`src/rtl/spc_pkg.sv`:
```
package spc_pkg;
  typedef enum logic [2:0] {
    SK_HALT   = 3'd0,
    SK_SHUT   = 3'd1,
    SK_STOPG  = 3'd2,
    SK_FLACK  = 3'd3,
    SK_WB     = 3'd4,
    SK_CFLUSH = 3'd5,
    SK_UNK    = 3'd6
  } spc_kind_e;

  localparam int NUM_KINDS = 7;
endpackage

```
`src/rtl/spc_classify.sv`:
```
module spc_classify
  import spc_pkg::*;
#(
  parameter int AW  = 32,
  parameter int ALO = 3,
  parameter int BEW = 8,
  parameter logic [BEW-1:0] BE_HALT_STOPG = 8'hFB,
  parameter logic [BEW-1:0] BE_SHUT       = 8'hFE,
  parameter logic [BEW-1:0] BE_FLACK      = 8'hEF,
  parameter logic [BEW-1:0] BE_WB         = 8'hF7,
  parameter logic [BEW-1:0] BE_CFLUSH     = 8'hFD,
  parameter logic [1:0]     SEL_BASE      = 2'b00,
  parameter logic [1:0]     SEL_STOPG     = 2'b10
) (
  input  logic [BEW-1:0]    be_n,
  input  logic [AW-1:ALO]   addr,
  output spc_kind_e         kind
);
  localparam int UPPER_LO = ALO + 2;
  localparam int UPPER_W  = AW - UPPER_LO;

  logic [UPPER_W-1:0] upper;
  logic [1:0]         sel;
  logic               upper_zero;
  logic               sel_base;

  assign upper      = addr[AW-1:UPPER_LO];
  assign sel        = addr[ALO+1:ALO];
  assign upper_zero = (upper == '0);
  assign sel_base   = (sel == SEL_BASE);

  always_comb begin
    kind = SK_UNK;
    if (upper_zero) begin
      if (be_n == BE_HALT_STOPG) begin
        if (sel_base)              kind = SK_HALT;
        else if (sel == SEL_STOPG) kind = SK_STOPG;
      end else if (be_n == BE_SHUT) begin
        if (sel_base) kind = SK_SHUT;
      end else if (be_n == BE_FLACK) begin
        if (sel_base) kind = SK_FLACK;
      end else if (be_n == BE_WB) begin
        if (sel_base) kind = SK_WB;
      end else if (be_n == BE_CFLUSH) begin
        if (sel_base) kind = SK_CFLUSH;
      end
    end
  end
endmodule

```
`src/rtl/spc_ready_timer.sv`:
```
module spc_ready_timer #(
  parameter int WW = 2
) (
  input  logic          clk,
  input  logic          rst,
  input  logic          start,
  input  logic [WW-1:0] wait_in,
  output logic          accept,
  output logic          fire_now,
  output logic          fire_q
);
  logic [WW-1:0] cnt;
  logic          busy;

  // A strobe is taken only when no cycle is pending and no ready is on the bus
  assign accept   = start && !busy && !fire_q;
  assign fire_now = (accept && (wait_in == '0)) || (busy && (cnt == WW'(1)));

  always_ff @(posedge clk) begin
    if (rst) begin
      busy   <= 1'b0;
      cnt    <= '0;
      fire_q <= 1'b0;
    end else begin
      fire_q <= fire_now;
      if (accept && (wait_in != '0)) begin
        busy <= 1'b1;
        cnt  <= wait_in;
      end else if (busy) begin
        cnt <= cnt - WW'(1);
        if (cnt == WW'(1)) busy <= 1'b0;
      end
    end
  end

  // ready lasts a single clock
  assert_ready_single_R6: assert property (@(posedge clk) disable iff (rst)
    fire_q |=> !fire_q);

  // no new cycle is taken while the ready clock is on the bus
  assert_no_accept_in_ready_R8: assert property (@(posedge clk) disable iff (rst)
    fire_q |-> !accept);
endmodule

```
`src/rtl/spc_event_out.sv`:
```
module spc_event_out
  import spc_pkg::*;
#(
  parameter int NK = NUM_KINDS
) (
  input  logic          clk,
  input  logic          rst,
  input  logic          fire_now,
  input  spc_kind_e     kind,
  output logic [NK-1:0] ev_q
);
  for (genvar g = 0; g < NK; g++) begin : g_ev
    always_ff @(posedge clk) begin
      if (rst) ev_q[g] <= 1'b0;
      else     ev_q[g] <= fire_now && (kind == spc_kind_e'(g));
    end
  end

  // at most one event at a time
  assert_event_onehot_R7: assert property (@(posedge clk) disable iff (rst)
    $onehot0(ev_q));
endmodule

```
`src/rtl/spc_shutdown_latch.sv`:
```
module spc_shutdown_latch (
  input  logic clk,
  input  logic rst,
  input  logic set,
  input  logic clr,
  output logic flag
);
  always_ff @(posedge clk) begin
    if (rst)      flag <= 1'b0;
    else if (set) flag <= 1'b1;
    else if (clr) flag <= 1'b0;
  end

  // a shutdown pulse always leaves the flag set
  assert_flag_sets_R9: assert property (@(posedge clk) disable iff (rst)
    set |=> flag);

  // the flag only drops after a release input
  assert_flag_release_R9: assert property (@(posedge clk) disable iff (rst)
    $fell(flag) |-> $past(clr));
endmodule

```
`src/rtl/spc_cycle_watch.sv`:
```
module spc_cycle_watch
  import spc_pkg::*;
#(
  parameter int AW  = 32,
  parameter int ALO = 3,
  parameter int BEW = 8,
  parameter int WW  = 2
) (
  input  logic            clk,
  input  logic            rst,
  input  logic            ads_n,
  input  logic            dc_n,
  input  logic            mio_n,
  input  logic            wr_n,
  input  logic [BEW-1:0]  be_n,
  input  logic [AW-1:ALO] addr,
  input  logic [WW-1:0]   wait_cfg,
  input  logic            nmi,
  input  logic            init,
  input  logic            smi_n,
  output logic            brdy_n,
  output logic            ev_halt,
  output logic            ev_shutdown,
  output logic            ev_stopgrant,
  output logic            ev_flushack,
  output logic            ev_writeback,
  output logic            ev_cacheflush,
  output logic            ev_unknown,
  output logic            shutdown_flag
);
  localparam int NK = NUM_KINDS;

  logic          is_special;
  logic          accept;
  logic          fire_now;
  logic          fire_q;
  spc_kind_e     kind_dec;
  spc_kind_e     kind_held;
  spc_kind_e     kind_fire;
  logic [NK-1:0] ev_vec;
  logic          release_req;

  assign is_special = !ads_n && !dc_n && !mio_n && wr_n;

  spc_classify #(.AW(AW), .ALO(ALO), .BEW(BEW)) u_cls (
    .be_n (be_n),
    .addr (addr),
    .kind (kind_dec)
  );

  spc_ready_timer #(.WW(WW)) u_tmr (
    .clk      (clk),
    .rst      (rst),
    .start    (is_special),
    .wait_in  (wait_cfg),
    .accept   (accept),
    .fire_now (fire_now),
    .fire_q   (fire_q)
  );

  always_ff @(posedge clk) begin
    if (rst)         kind_held <= SK_UNK;
    else if (accept) kind_held <= kind_dec;
  end

  // A zero-wait cycle fires on the edge that decodes it
  assign kind_fire = accept ? kind_dec : kind_held;

  spc_event_out #(.NK(NK)) u_ev (
    .clk      (clk),
    .rst      (rst),
    .fire_now (fire_now),
    .kind     (kind_fire),
    .ev_q     (ev_vec)
  );

  assign release_req = nmi || init || !smi_n;

  spc_shutdown_latch u_sd (
    .clk  (clk),
    .rst  (rst),
    .set  (fire_now && (kind_fire == SK_SHUT)),
    .clr  (release_req),
    .flag (shutdown_flag)
  );

  assign brdy_n        = !fire_q;
  assign ev_halt       = ev_vec[SK_HALT];
  assign ev_shutdown   = ev_vec[SK_SHUT];
  assign ev_stopgrant  = ev_vec[SK_STOPG];
  assign ev_flushack   = ev_vec[SK_FLACK];
  assign ev_writeback  = ev_vec[SK_WB];
  assign ev_cacheflush = ev_vec[SK_CFLUSH];
  assign ev_unknown    = ev_vec[SK_UNK];

  // every ready carries exactly one event
  assert_ready_has_event_R7: assert property (@(posedge clk) disable iff (rst)
    !brdy_n |-> ($countones(ev_vec) == 1));

  // no event outside the ready clock
  assert_event_needs_ready_R7: assert property (@(posedge clk) disable iff (rst)
    (|ev_vec) |-> !brdy_n);

  // shutdown pulse and flag appear together
  assert_flag_with_pulse_R9: assert property (@(posedge clk) disable iff (rst)
    ev_shutdown |-> shutdown_flag);
endmodule

```
`config.mk`:
```
export PLATFORM = sky130hd
export DESIGN_NAME = spc_cycle_watch
export DESIGN_NICKNAME = d
export VERILOG_FILES = /design/src/rtl/spc_pkg.sv /design/src/rtl/spc_classify.sv /design/src/rtl/spc_ready_timer.sv /design/src/rtl/spc_event_out.sv /design/src/rtl/spc_shutdown_latch.sv /design/src/rtl/spc_cycle_watch.sv
export SDC_FILE = /design/constraint.sdc
export NUM_CORES = 1
export LEC_CHECK = 0
export BUFFER_PORTS_ARGS = -buffer_cell sky130_fd_sc_hd__buf_2
export CORE_UTILIZATION = 35
export CTS_CLUSTER_DIAMETER = 30
export DETAILED_ROUTE_END_ITERATION = 10
export PLACE_DENSITY = 0.7
export SYNTH_ARGS = -nofsm -noshare
export SYNTH_HDL_FRONTEND = slang
export SYNTH_SLANG_ARGS = --single-unit
```
`constraint.sdc`:
```
create_clock -name clk -period 1.8 [get_ports clk]
set_input_delay 0.36 -clock clk [delete_from_list [all_inputs] [get_ports clk]]
set_output_delay 0.36 -clock clk [all_outputs]
set_load 0.03 [all_outputs]
```
==> results.sh, run 1 <==
export IMPL_status="finished, final reports clean"
export IMPL_drive_above_1_share_pct=53.33
export IMPL_p_clk_share_pct=30.1
export IMPL_fmax_mhz=568.2
export IMPL_drt_vias_per_instance=4.847
export IMPL_async_flop_share_pct=0
export IMPL_overflow=0
export IMPL_die_width_um=48.55
export IMPL_cts_hold_buf=0
export IMPL_first_iter_violations=6
export IMPL_p_sw_uw=160.6
export IMPL_grt_usage_pct=18.30
export IMPL_p_seq_share_pct=52.9
export IMPL_totalNegativeSetupSlack_ns=0
export IMPL_final_common_cell="buf_2"
export IMPL_die_area_mm2=0.002357
export IMPL_synthFlopType="dfxtp_1"
export IMPL_antenna_found_initial=0
export IMPL_whs_ns=0.3512
export IMPL_num_io_pins=57
export IMPL_tritoncts="yes"
export IMPL_antennaDiodeCount=0
export IMPL_remaining_drc_errors=0
export IMPL_setup_viol=0
export IMPL_ys_types=32
export IMPL_p_comb_share_pct=17.0
export IMPL_drv_cap=0
export IMPL_tightest_slew_ns=0.3129
export IMPL_first_global_vias=824
export IMPL_port_buffers=56
export IMPL_ir_worst_vdd_mv=0.2476
export IMPL_gp_congestion=0.7883
export IMPL_crit_type="primary input to flop"
export IMPL_first_pass_iters=3
export IMPL_p_int_uw=479.1
export IMPL_grt_start_max_net_pins=10
export IMPL_reg2reg_slack_ns=0.31
export IMPL_finalMaxSlewViolations=0
export IMPL_rows=16
export IMPL_post_route_min_period_ns=1.760
export IMPL_postSynthCellCount=86
export IMPL_grt_pass1_wl_um=3284
export IMPL_clk_pin_slew_ns=0.09
export IMPL_worstPathRequired_ns=1.99
export IMPL_min_period_over_period_pct=97.78
export IMPL_start_kind="primary input"
export IMPL_yosysSeqAreaShare_pct=39.60
export IMPL_dp_hpwl_um=1669
export IMPL_numClockSinks=15
export IMPL_root_buffer="clkbuf_4"
export IMPL_multi_input_area_um2=488.0
export IMPL_hold_viol_final=0
export IMPL_initial_core_util_pct=37.87
export IMPL_cp_max_fo=6
export IMPL_relSlewSlack_pct=79.11
export IMPL_die_y_um=48.55
export IMPL_powerDensity_mw_per_mm2=535.9
export IMPL_synth_area_um2=758.2
export IMPL_worstSetupEndpointType="flop"
export IMPL_rsz0062_at_grt="yes"
export IMPL_drt_wl_total_um=2024
export IMPL_mostFrequentLayoutCells="buf_2 (56), dfxtp_1 (15), nor2_1 (11)"
export IMPL_cts_made_buffers=3
export IMPL_yosysWarnings=0
export IMPL_skew_ns=0.004309
export IMPL_register_area_um2=300.3
export IMPL_core_area_mm2=0.002002
export IMPL_crit_arrival_ns=1.95
export IMPL_ys_ff_latch=15
export IMPL_route_vias_total=858
export IMPL_nFillCells=178
export IMPL_swShare_pct=25.11
export IMPL_holdCritPathClass="primary input to flop"
export IMPL_syn_nets=135
export IMPL_postRouteAntennaNets=0
export IMPL_nets=200
export IMPL_power_total_uw=639.6
export IMPL_routedWlPerCell_um=11.44
export IMPL_syn_area_per_cell_um2=8.817
export IMPL_htree_num_levels=1
export IMPL_leakagePower_nw=0.5302
export IMPL_clk_latency_ns=0.28
export IMPL_syn_to_final_growth_pct=57.43
export IMPL_cts_buffer_depth=2
export IMPL_synth_edff_count=0
[cell families after synthesis]
| kind of cell | after synthesis | share of synthesized area (%) |
|---|---|---|
| multiplexers | 2 | 2.640 |
| AND/OR/NAND/NOR | 44 | 34.33 |
| adder cells (fa/ha/maj) | 1 | 1.650 |
| XOR/XNOR | 3 | 3.466 |
| buffers and inverters | 6 | 3.959 |
| flip-flops | 15 | 39.60 |
| AO/OA/AOI/OAI | 15 | 14.36 |
[final cells by class]
class                      instances  share of cell area (%)
multi-input combinational         65                   40.88
tap                               27                   2.830
clock inverter                     1                  0.4193
clock buffer                       3                   1.887
sequential                        15                   25.16
timing repair buffer              62                   27.57
inverter                           4                   1.258
[metal layers]
metal	GRT usage [%]	share of wire [%]	up-vias
met4	8.824	0.64	0
li1	-	-	432
met3	1.887	6.7	2
met5	0	0	-
met2	38.73	56	43
met1	16.80	37	381
[final timing paths]
kind / startpoint / to / cells after the start
setup / recovery: mio_n / u_ev.ev_q[2] / 7
hold / removal: nmi / u_sd.flag / 4
setup reg to reg: u_tmr.busy / u_ev.ev_q[2] / 5
hold reg to reg: u_sd.flag / u_sd.flag / 2
[flip-flops by register name, summed over array words and instances (netlist names)]
| register | cells |
|---|---|
| u_ev.ev_q | 7 |
| kind_held | 3 |
| u_tmr.cnt | 2 |
| u_sd.flag | 1 |
| u_tmr.busy | 1 |
| u_tmr.fire_q | 1 |
[repair_timing]
| item | 4_1_cts | 5_1_grt |
|---|---|---|
| gates resized for setup | 0 | 10 |
| endpoints found under the setup margin | 0 | 8 |
| setup buffers | 0 | 2 |
[per-stage QoR]
step | util [%] | instances | cell area (µm²) | setup WS [ns]
5_1_grt | 59.62 | 177 | 1194 | -0.02606
6_report | 59.62 | 177 | 1194 | 0.04001
2_1_floorplan | - | 86 | 758.2 | -0.005948
3_5_place_dp | 54.31 | 171 | 1087 | -0.2452
3_3_place_gp | 54.31 | 171 | 1087 | -0.1800
4_1_cts | 55.69 | 175 | 1115 | 0.04788
[power by group through the flow]
stage | logic, mW | registers (mW) | clock network, mW
6_report | 0.109 | 0.339 | 0.192
3_3_place_gp | 0.0983 | 0.346 | 0
2_1_floorplan | 0.0380 | 0.346 | 0
3_5_place_dp | 0.102 | 0.346 | 0
5_1_grt | 0.120 | 0.339 | 0.211
4_1_cts | 0.103 | 0.339 | 0.197
[Yosys cell counts (2+ instances only)]
cell,instances,area [µm²]
dfxtp_1,15,300.3
nor2_1,11,41.29
nand2_1,7,26.28
nand2b_1,7,43.79
a21oi_1,6,30.03
nor4_1,5,31.28
inv_1,4,15.01
xnor2_1,3,26.28
mux2i_1,2,20.02
nor2b_1,2,12.51
nor3_1,2,10.01
nor4b_1,2,17.52
[worst max-delay path, cell delays in order]
cell and delay, ns:
buf_2 0.10, or4b_4 0.54, nor3_4 0.29, o2111a_1 0.29, o2bb2ai_4 0.16, nand2b_1 0.16
nor2_1 0.05
Power figures use the tool's default switching activity.
==> run 2, diff against run 1 <==
--- a/config.mk
+++ b/config.mk
@@ -5,8 +5,10 @@
 export SDC_FILE = /design/constraint.sdc
 export NUM_CORES = 1
 export LEC_CHECK = 0
+export ABC_AREA = 1
 export BUFFER_PORTS_ARGS = -buffer_cell sky130_fd_sc_hd__buf_2
-export CORE_UTILIZATION = 35
+export CORE_MARGIN = 4
+export CORE_UTILIZATION = 38
 export CTS_CLUSTER_DIAMETER = 30
 export DETAILED_ROUTE_END_ITERATION = 10
 export PLACE_DENSITY = 0.7
==> results.sh, run 2 <==
export IMPL_status="finished, final reports clean"
export IMPL_holdCritPathClass="primary input to flop"
export IMPL_cp_cell_sequence="inv_2, nand2_2, nor2_4, nand3_2, nor2_4, nand3_2, nand2_2, nand2_2, o21bai_2"
export IMPL_p_seq_share_pct=53.3
export IMPL_gp_congestion=0.7687
export IMPL_largest_register_ff_count=7
export IMPL_synth_common_cells="nand2_1 (39), nor2_1 (32), inv_1 (23)"
export IMPL_drt_wl_total_um=2228
export IMPL_swShare_pct=24.40
export IMPL_drt_vias_per_instance=4.494
export IMPL_rsz0062_at_grt="no"
export IMPL_syn_area_per_cell_um2=6.289
export IMPL_die_area_mm2=0.003363
export IMPL_cpPeakStageDelay_ns=0.35
export IMPL_final_common_cell="buf_2"
export IMPL_die_y_um=57.99
export IMPL_clk_pin_slew_ns=0.08
export IMPL_synth_area_um2=949.7
export IMPL_regMostFlops="u_ev.ev_q"
export IMPL_first_pass_iters=4
export IMPL_cts_buffer_depth=2
export IMPL_clk_latency_ns=0.27
export IMPL_post_cts_buffers=0
export IMPL_tritoncts="yes"
export IMPL_syn_nets=200
export IMPL_finalMaxSlewViolations=0
export IMPL_path_common_cell="nand2_2"
export IMPL_cts_made_buffers=3
export IMPL_overflow=0
export IMPL_ir_worst_vdd_mv=0.3942
export IMPL_post_route_min_period_ns=1.367
export IMPL_root_buffer="clkbuf_4"
export IMPL_synthFlopType="dfxtp_1"
export IMPL_nets=261
export IMPL_tightest_slew_ns=0.2164
export IMPL_crit_type="flop to flop"
export IMPL_ys_types=24
export IMPL_dp_hpwl_um=1989
export IMPL_port_buffers=56
export IMPL_relSlewSlack_pct=85.52
export IMPL_cts_resized=0
export IMPL_route_vias_total=1074
export IMPL_yosys_area_top_type="dfxtp_1"
export IMPL_whs_ns=0.3408
export IMPL_grt_start_max_net_pins=9
export IMPL_async_flop_share_pct=0
export IMPL_p_clk_share_pct=29.2
export IMPL_p_int_uw=479.7
export IMPL_setup_viol=0
export IMPL_skew_ns=0.001425
export IMPL_numClockSinks=15
export IMPL_drive_above_1_share_pct=39.34
export IMPL_p_sw_uw=154.8
export IMPL_register_area_um2=300.3
export IMPL_totalNegativeSetupSlack_ns=0
export IMPL_cts_hold_buf=0
export IMPL_worstPathRequired_ns=2.01
export IMPL_ys_ff_latch=15
export IMPL_routedWlPerCell_um=9.322
export IMPL_num_io_pins=57
export IMPL_hold_viol_final=0
export IMPL_worstSetupEndpointType="flop"
export IMPL_path_buf_inv=1
export IMPL_largest_registers="u_ev.ev_q x7, kind_held x3, u_tmr.cnt x2"
export IMPL_antenna_found_initial=0
export IMPL_crit_family="simple AND/OR/NAND/NOR gates"
export IMPL_fmax_mhz=731.6
export IMPL_leakagePower_nw=0.7239
export IMPL_grt_pass1_wl_um=3608
export IMPL_yosysWarnings=0
export IMPL_rows=17
export IMPL_nFillCells=235
export IMPL_p_comb_share_pct=17.5
export IMPL_crit_arrival_ns=1.58
export IMPL_postSynthCellCount=151
export IMPL_cp_slowest_cell="dfxtp_1"
export IMPL_yosysTopAreaCellShare_pct=31.62
export IMPL_cp_max_fo=6
export IMPL_die_width_um=57.99
export IMPL_yosysSeqAreaShare_pct=31.62
export IMPL_remaining_drc_errors=0
export IMPL_synth_edff_count=0
export IMPL_min_period_over_period_pct=75.94
export IMPL_powerDensity_mw_per_mm2=491.4
export IMPL_multi_input_area_um2=555.5
export IMPL_grt_usage_pct=13.47
export IMPL_htree_num_levels=1
export IMPL_syn_to_final_growth_pct=35.97
export IMPL_postRouteAntennaNets=0
export IMPL_mostFrequentLayoutCells="buf_2 (56), nand2_1 (39), nor2_1 (32)"
export IMPL_initial_core_util_pct=41.34
export IMPL_synth_most_common_cell="nand2_1"
export IMPL_start_kind="flop"
export IMPL_synth_area_leaders="dfxtp_1 (32%), nand2_1 (15%), nor2_1 (13%), inv_1 (9.1%), nand2_2 (4.0%)"
export IMPL_antennaDiodeCount=0
export IMPL_drv_cap=0
export IMPL_first_global_vias=993
export IMPL_first_iter_violations=24
export IMPL_core_area_mm2=0.002297
==> run 2: metal layers <==
metal / vias up / track usage, % / part of all wire (%)
met5: - / 0 / 0
met4: 0 / 5.298 / 0.81
met3: 2 / 4.009 / 6.3
met2: 27 / 25.65 / 53
met1: 463 / 13.48 / 40
li1: 582 / - / -
==> run 2: area by class of cell <==
cell class / instances / area share [%]
flip-flops and latches: 15 / 23.26
clock buffers: 4 / 2.035
inverters: 25 / 7.267
multi-input cells: 111 / 43.02
well taps: 28 / 2.713
repair buffers: 56 / 21.71
==> run 2: cells by family (layout without fill, tap and decap cells) <==
family,after synthesis,count (layout),share of synthesized area [%]
buf+inv,25,85,9.881
fa+ha+maj,1,1,1.317
compound gates,9,9,6.325
simple gates,101,101,50.86
flops,15,15,31.62
==> run 2: path summary, 6_finish.rpt <==
| check | from | to | slack [ns] | cells past startpoint |
|---|---|---|---|---|
| hold / removal | rst | u_tmr.cnt[1] | 0.34 | 2 |
| hold reg to reg | kind_held[2] | kind_held[2] | 0.57 | 3 |
| setup reg to reg | u_tmr.busy | u_sd.flag | 0.43 | 9 |
| setup / recovery | u_tmr.busy | u_sd.flag | 0.43 | 9 |
==> run 2: metrics by stage <==
stage | total power [mW] | setup slack [ns] | utilization, % | instances | cell area (µm²)
after floorplan | 0.3949 | 0.5393 | - | 151 | 949.7
after global placement | 0.4529 | 0.3473 | 55.07 | 235 | 1265
after detailed placement | 0.4577 | 0.2959 | 55.07 | 235 | 1265
after CTS | 0.6397 | 0.4174 | 56.21 | 239 | 1291
after global routing | 0.6742 | 0.3342 | 56.21 | 239 | 1291
final | 0.6345 | 0.4330 | 56.21 | 239 | 1291
==> run 2: power groups by stage <==
stage	registers, mW	logic (mW)	clock network (mW)
finish	0.338	0.111	0.185
global route	0.339	0.127	0.208
CTS	0.338	0.112	0.190
detailed placement	0.346	0.112	0
global placement	0.346	0.107	0
floorplan	0.346	0.0491	0
==> run 2: worst reg2reg max path: stages (launching register included) <==
cell,delay [ns]
dfxtp_1,0.35
inv_2,0.10
nand2_2,0.07
nor2_4,0.16
nand3_2,0.10
nor2_4,0.10
nand3_2,0.10
nand2_2,0.12
nand2_2,0.08
o21bai_2,0.11
==> run 3, diff against run 2 <==
==> constraint.sdc (replaced) <==
create_clock -name clk -period 1.2 [get_ports clk]
set_input_delay 0.24 -clock clk [delete_from_list [all_inputs] [get_ports clk]]
set_output_delay 0.24 -clock clk [all_outputs]
set_load 0.03 [all_outputs]
==> results.sh, run 3 (synthesis gave the netlist of run 2 again) <==
export IMPL_htree_num_levels=1
export IMPL_cp_max_fo=5
export IMPL_path_common_cell="nand2_2"
export IMPL_root_buffer="clkbuf_4"
export IMPL_worstPathRequired_ns=1.41
export IMPL_antennaDiodeCount=0
export IMPL_nets=267
export IMPL_numClockSinks=15
export IMPL_rows=17
export IMPL_cts_made_buffers=3
export IMPL_cts_hold_buf=0
export IMPL_core_area_mm2=0.002297
export IMPL_ir_worst_vdd_mv=0.5525
export IMPL_tritoncts="yes"
export IMPL_rsz0062_at_grt="yes"
export IMPL_drt_vias_per_instance=4.437
export IMPL_min_period_over_period_pct=106.0
export IMPL_setup_ws_ns=-0.07239
export IMPL_remaining_drc_errors=0
export IMPL_overflow=0
export IMPL_reg2reg_slack_ns=-0.07
export IMPL_grt_pass1_wl_um=3788
export IMPL_drive_above_1_share_pct=45.62
export IMPL_cts_buffer_depth=2
export IMPL_postRouteAntennaNets=0
export IMPL_p_int_uw=727.8
export IMPL_die_width_um=57.99
export IMPL_finalMaxSlewViolations=0
export IMPL_worstSetupEndpointType="flop"
export IMPL_skew_ns=0.01043
export IMPL_p_seq_share_pct=52.2
export IMPL_holdPathEnd="u_tmr.cnt[0]"
export IMPL_power_total_uw=971.5
export IMPL_first_global_vias=981
export IMPL_largest_registers="u_ev.ev_q x7, kind_held x3, u_tmr.cnt x2"
export IMPL_totalNegativeSetupSlack_ns=-0.3804
export IMPL_setup_viol=9
export IMPL_violations="negative setup slack"
export IMPL_gp_congestion=0.8071
export IMPL_drv_cap=0
export IMPL_nFillCells=231
export IMPL_first_iter_violations=13
export IMPL_crit_arrival_ns=1.48
export IMPL_hold_viol_final=0
export IMPL_relSlewSlack_pct=77.88
export IMPL_routedWlPerCell_um=9.833
export IMPL_dp_slack_ns=-0.2102
export IMPL_port_buffers=56
export IMPL_swShare_pct=25.09
export IMPL_route_vias_total=1087
export IMPL_clk_latency_ns=0.29
export IMPL_p_comb_share_pct=18.4
export IMPL_worstReg2RegEnd="u_ev.ev_q[3]"
export IMPL_r2r_cells=9
export IMPL_r2r_start="u_tmr.busy"
export IMPL_worstHoldStart="rst"
export IMPL_syn_to_final_growth_pct=47.30
export IMPL_p_clk_share_pct=29.5
export IMPL_mostFrequentLayoutCells="buf_2 (56), nand2_1 (35), nor2_1 (29)"
export IMPL_fmax_mhz=785.9
export IMPL_dp_hpwl_um=2071
export IMPL_initial_core_util_pct=41.34
export IMPL_die_area_mm2=0.003363
export IMPL_final_common_cell="buf_2"
export IMPL_largest_register_ff_count=7
export IMPL_stdcell_area_mm2=0.001399
export IMPL_clk_pin_slew_ns=0.09
export IMPL_min_path_cells=2
export IMPL_cp_cell_sequence="inv_2, nand2_2, nor2_4, nand3_2, nor2_4, nand2_2, nand2_2, nand2_4, nor3_2"
export IMPL_post_route_min_period_ns=1.272
export IMPL_powerDensity_mw_per_mm2=694.5
export IMPL_cp_slowest_cell="dfxtp_2"
export IMPL_cpPeakStageDelay_ns=0.33
export IMPL_regMostFlops="u_ev.ev_q"
export IMPL_crit_type="flop to flop"
export IMPL_start_kind="flop"
export IMPL_die_y_um=57.99
export IMPL_p_sw_uw=243.7
export IMPL_status="finished with violations"
export IMPL_grt_start_max_net_pins=9
export IMPL_whs_ns=0.2033
export IMPL_tightest_slew_ns=0.3306
export IMPL_first_pass_iters=4
export IMPL_leakagePower_nw=0.7971
export IMPL_drt_wl_total_um=2409
export IMPL_antenna_found_initial=0
export IMPL_post_dp_cell_area_mm2=0.001297
export IMPL_grt_usage_pct=14.55
export IMPL_num_io_pins=57
export IMPL_holdCritPathClass="primary input to flop"
[run 3: worst max-delay path by stage]
stage	cells after the start	startpoint	slack, ns	endpoint
after floorplan	9	u_tmr.fire_q	0.001	u_sd.flag
after global placement	10	mio_n	-0.14	u_ev.ev_q[3]
after detailed placement	10	mio_n	-0.21	u_sd.flag
after CTS	9	u_tmr.busy	-0.09	u_sd.flag
after global routing	9	u_tmr.busy	-0.19	u_ev.ev_q[3]
final	9	u_tmr.busy	-0.07	u_ev.ev_q[3]
[run 3: final cells by class]
cell class	instances	area, µm²	share of cell area, %
Multi-Input combinational cell	111	609.3	43.56
Timing Repair Buffer	62	329.1	23.52
Sequential cell	15	302.8	21.65
Inverter	25	96.34	6.887
Tap cell	28	35.03	2.504
Clock buffer	4	26.28	1.878
[run 3: worst max-delay path, delay by kind of cell, from the launching register on]
kind,cells,cell delay (ns)
and+or+nand+nor,8,0.79
buffers and inverters,1,0.07
DFF,1,0.33
[run 3: timing repair]
action,4_1_cts,5_1_grt
gates resized for setup,4,13
setup endpoints to repair,9,11
pin swaps,2,1
cloned,0,0
setup buffers,1,1
[run 3: metal layers]
layer / global-route usage (%) / up-vias / part of all wire [%] / wire (µm)
met5: 0 / - / 0 / 0
met4: 6.954 / 0 / 1.8 / 44
met1: 14.09 / 463 / 37 / 891
li1: - / 589 / - / -
met3: 3.118 / 4 / 6.6 / 158
met2: 28.55 / 31 / 55 / 1314
[run 3: per-stage QoR]
| stage | utilization (%) | cells |
|---|---|---|
| 2_1_floorplan | - | 151 |
| 3_3_place_gp | 56.48 | 239 |
| 3_5_place_dp | 56.48 | 239 |
| 4_1_cts | 58.44 | 244 |
| 5_1_grt | 60.89 | 245 |
| 6_report | 60.89 | 245 |
[run 3: power groups by stage]
stage	logic [mW]	clock network (mW)	registers, mW
finish	0.179	0.286	0.507
global route	0.203	0.311	0.508
CTS	0.177	0.297	0.507
detailed placement	0.175	0	0.518
global placement	0.167	0	0.518
floorplan	0.0740	0	0.519
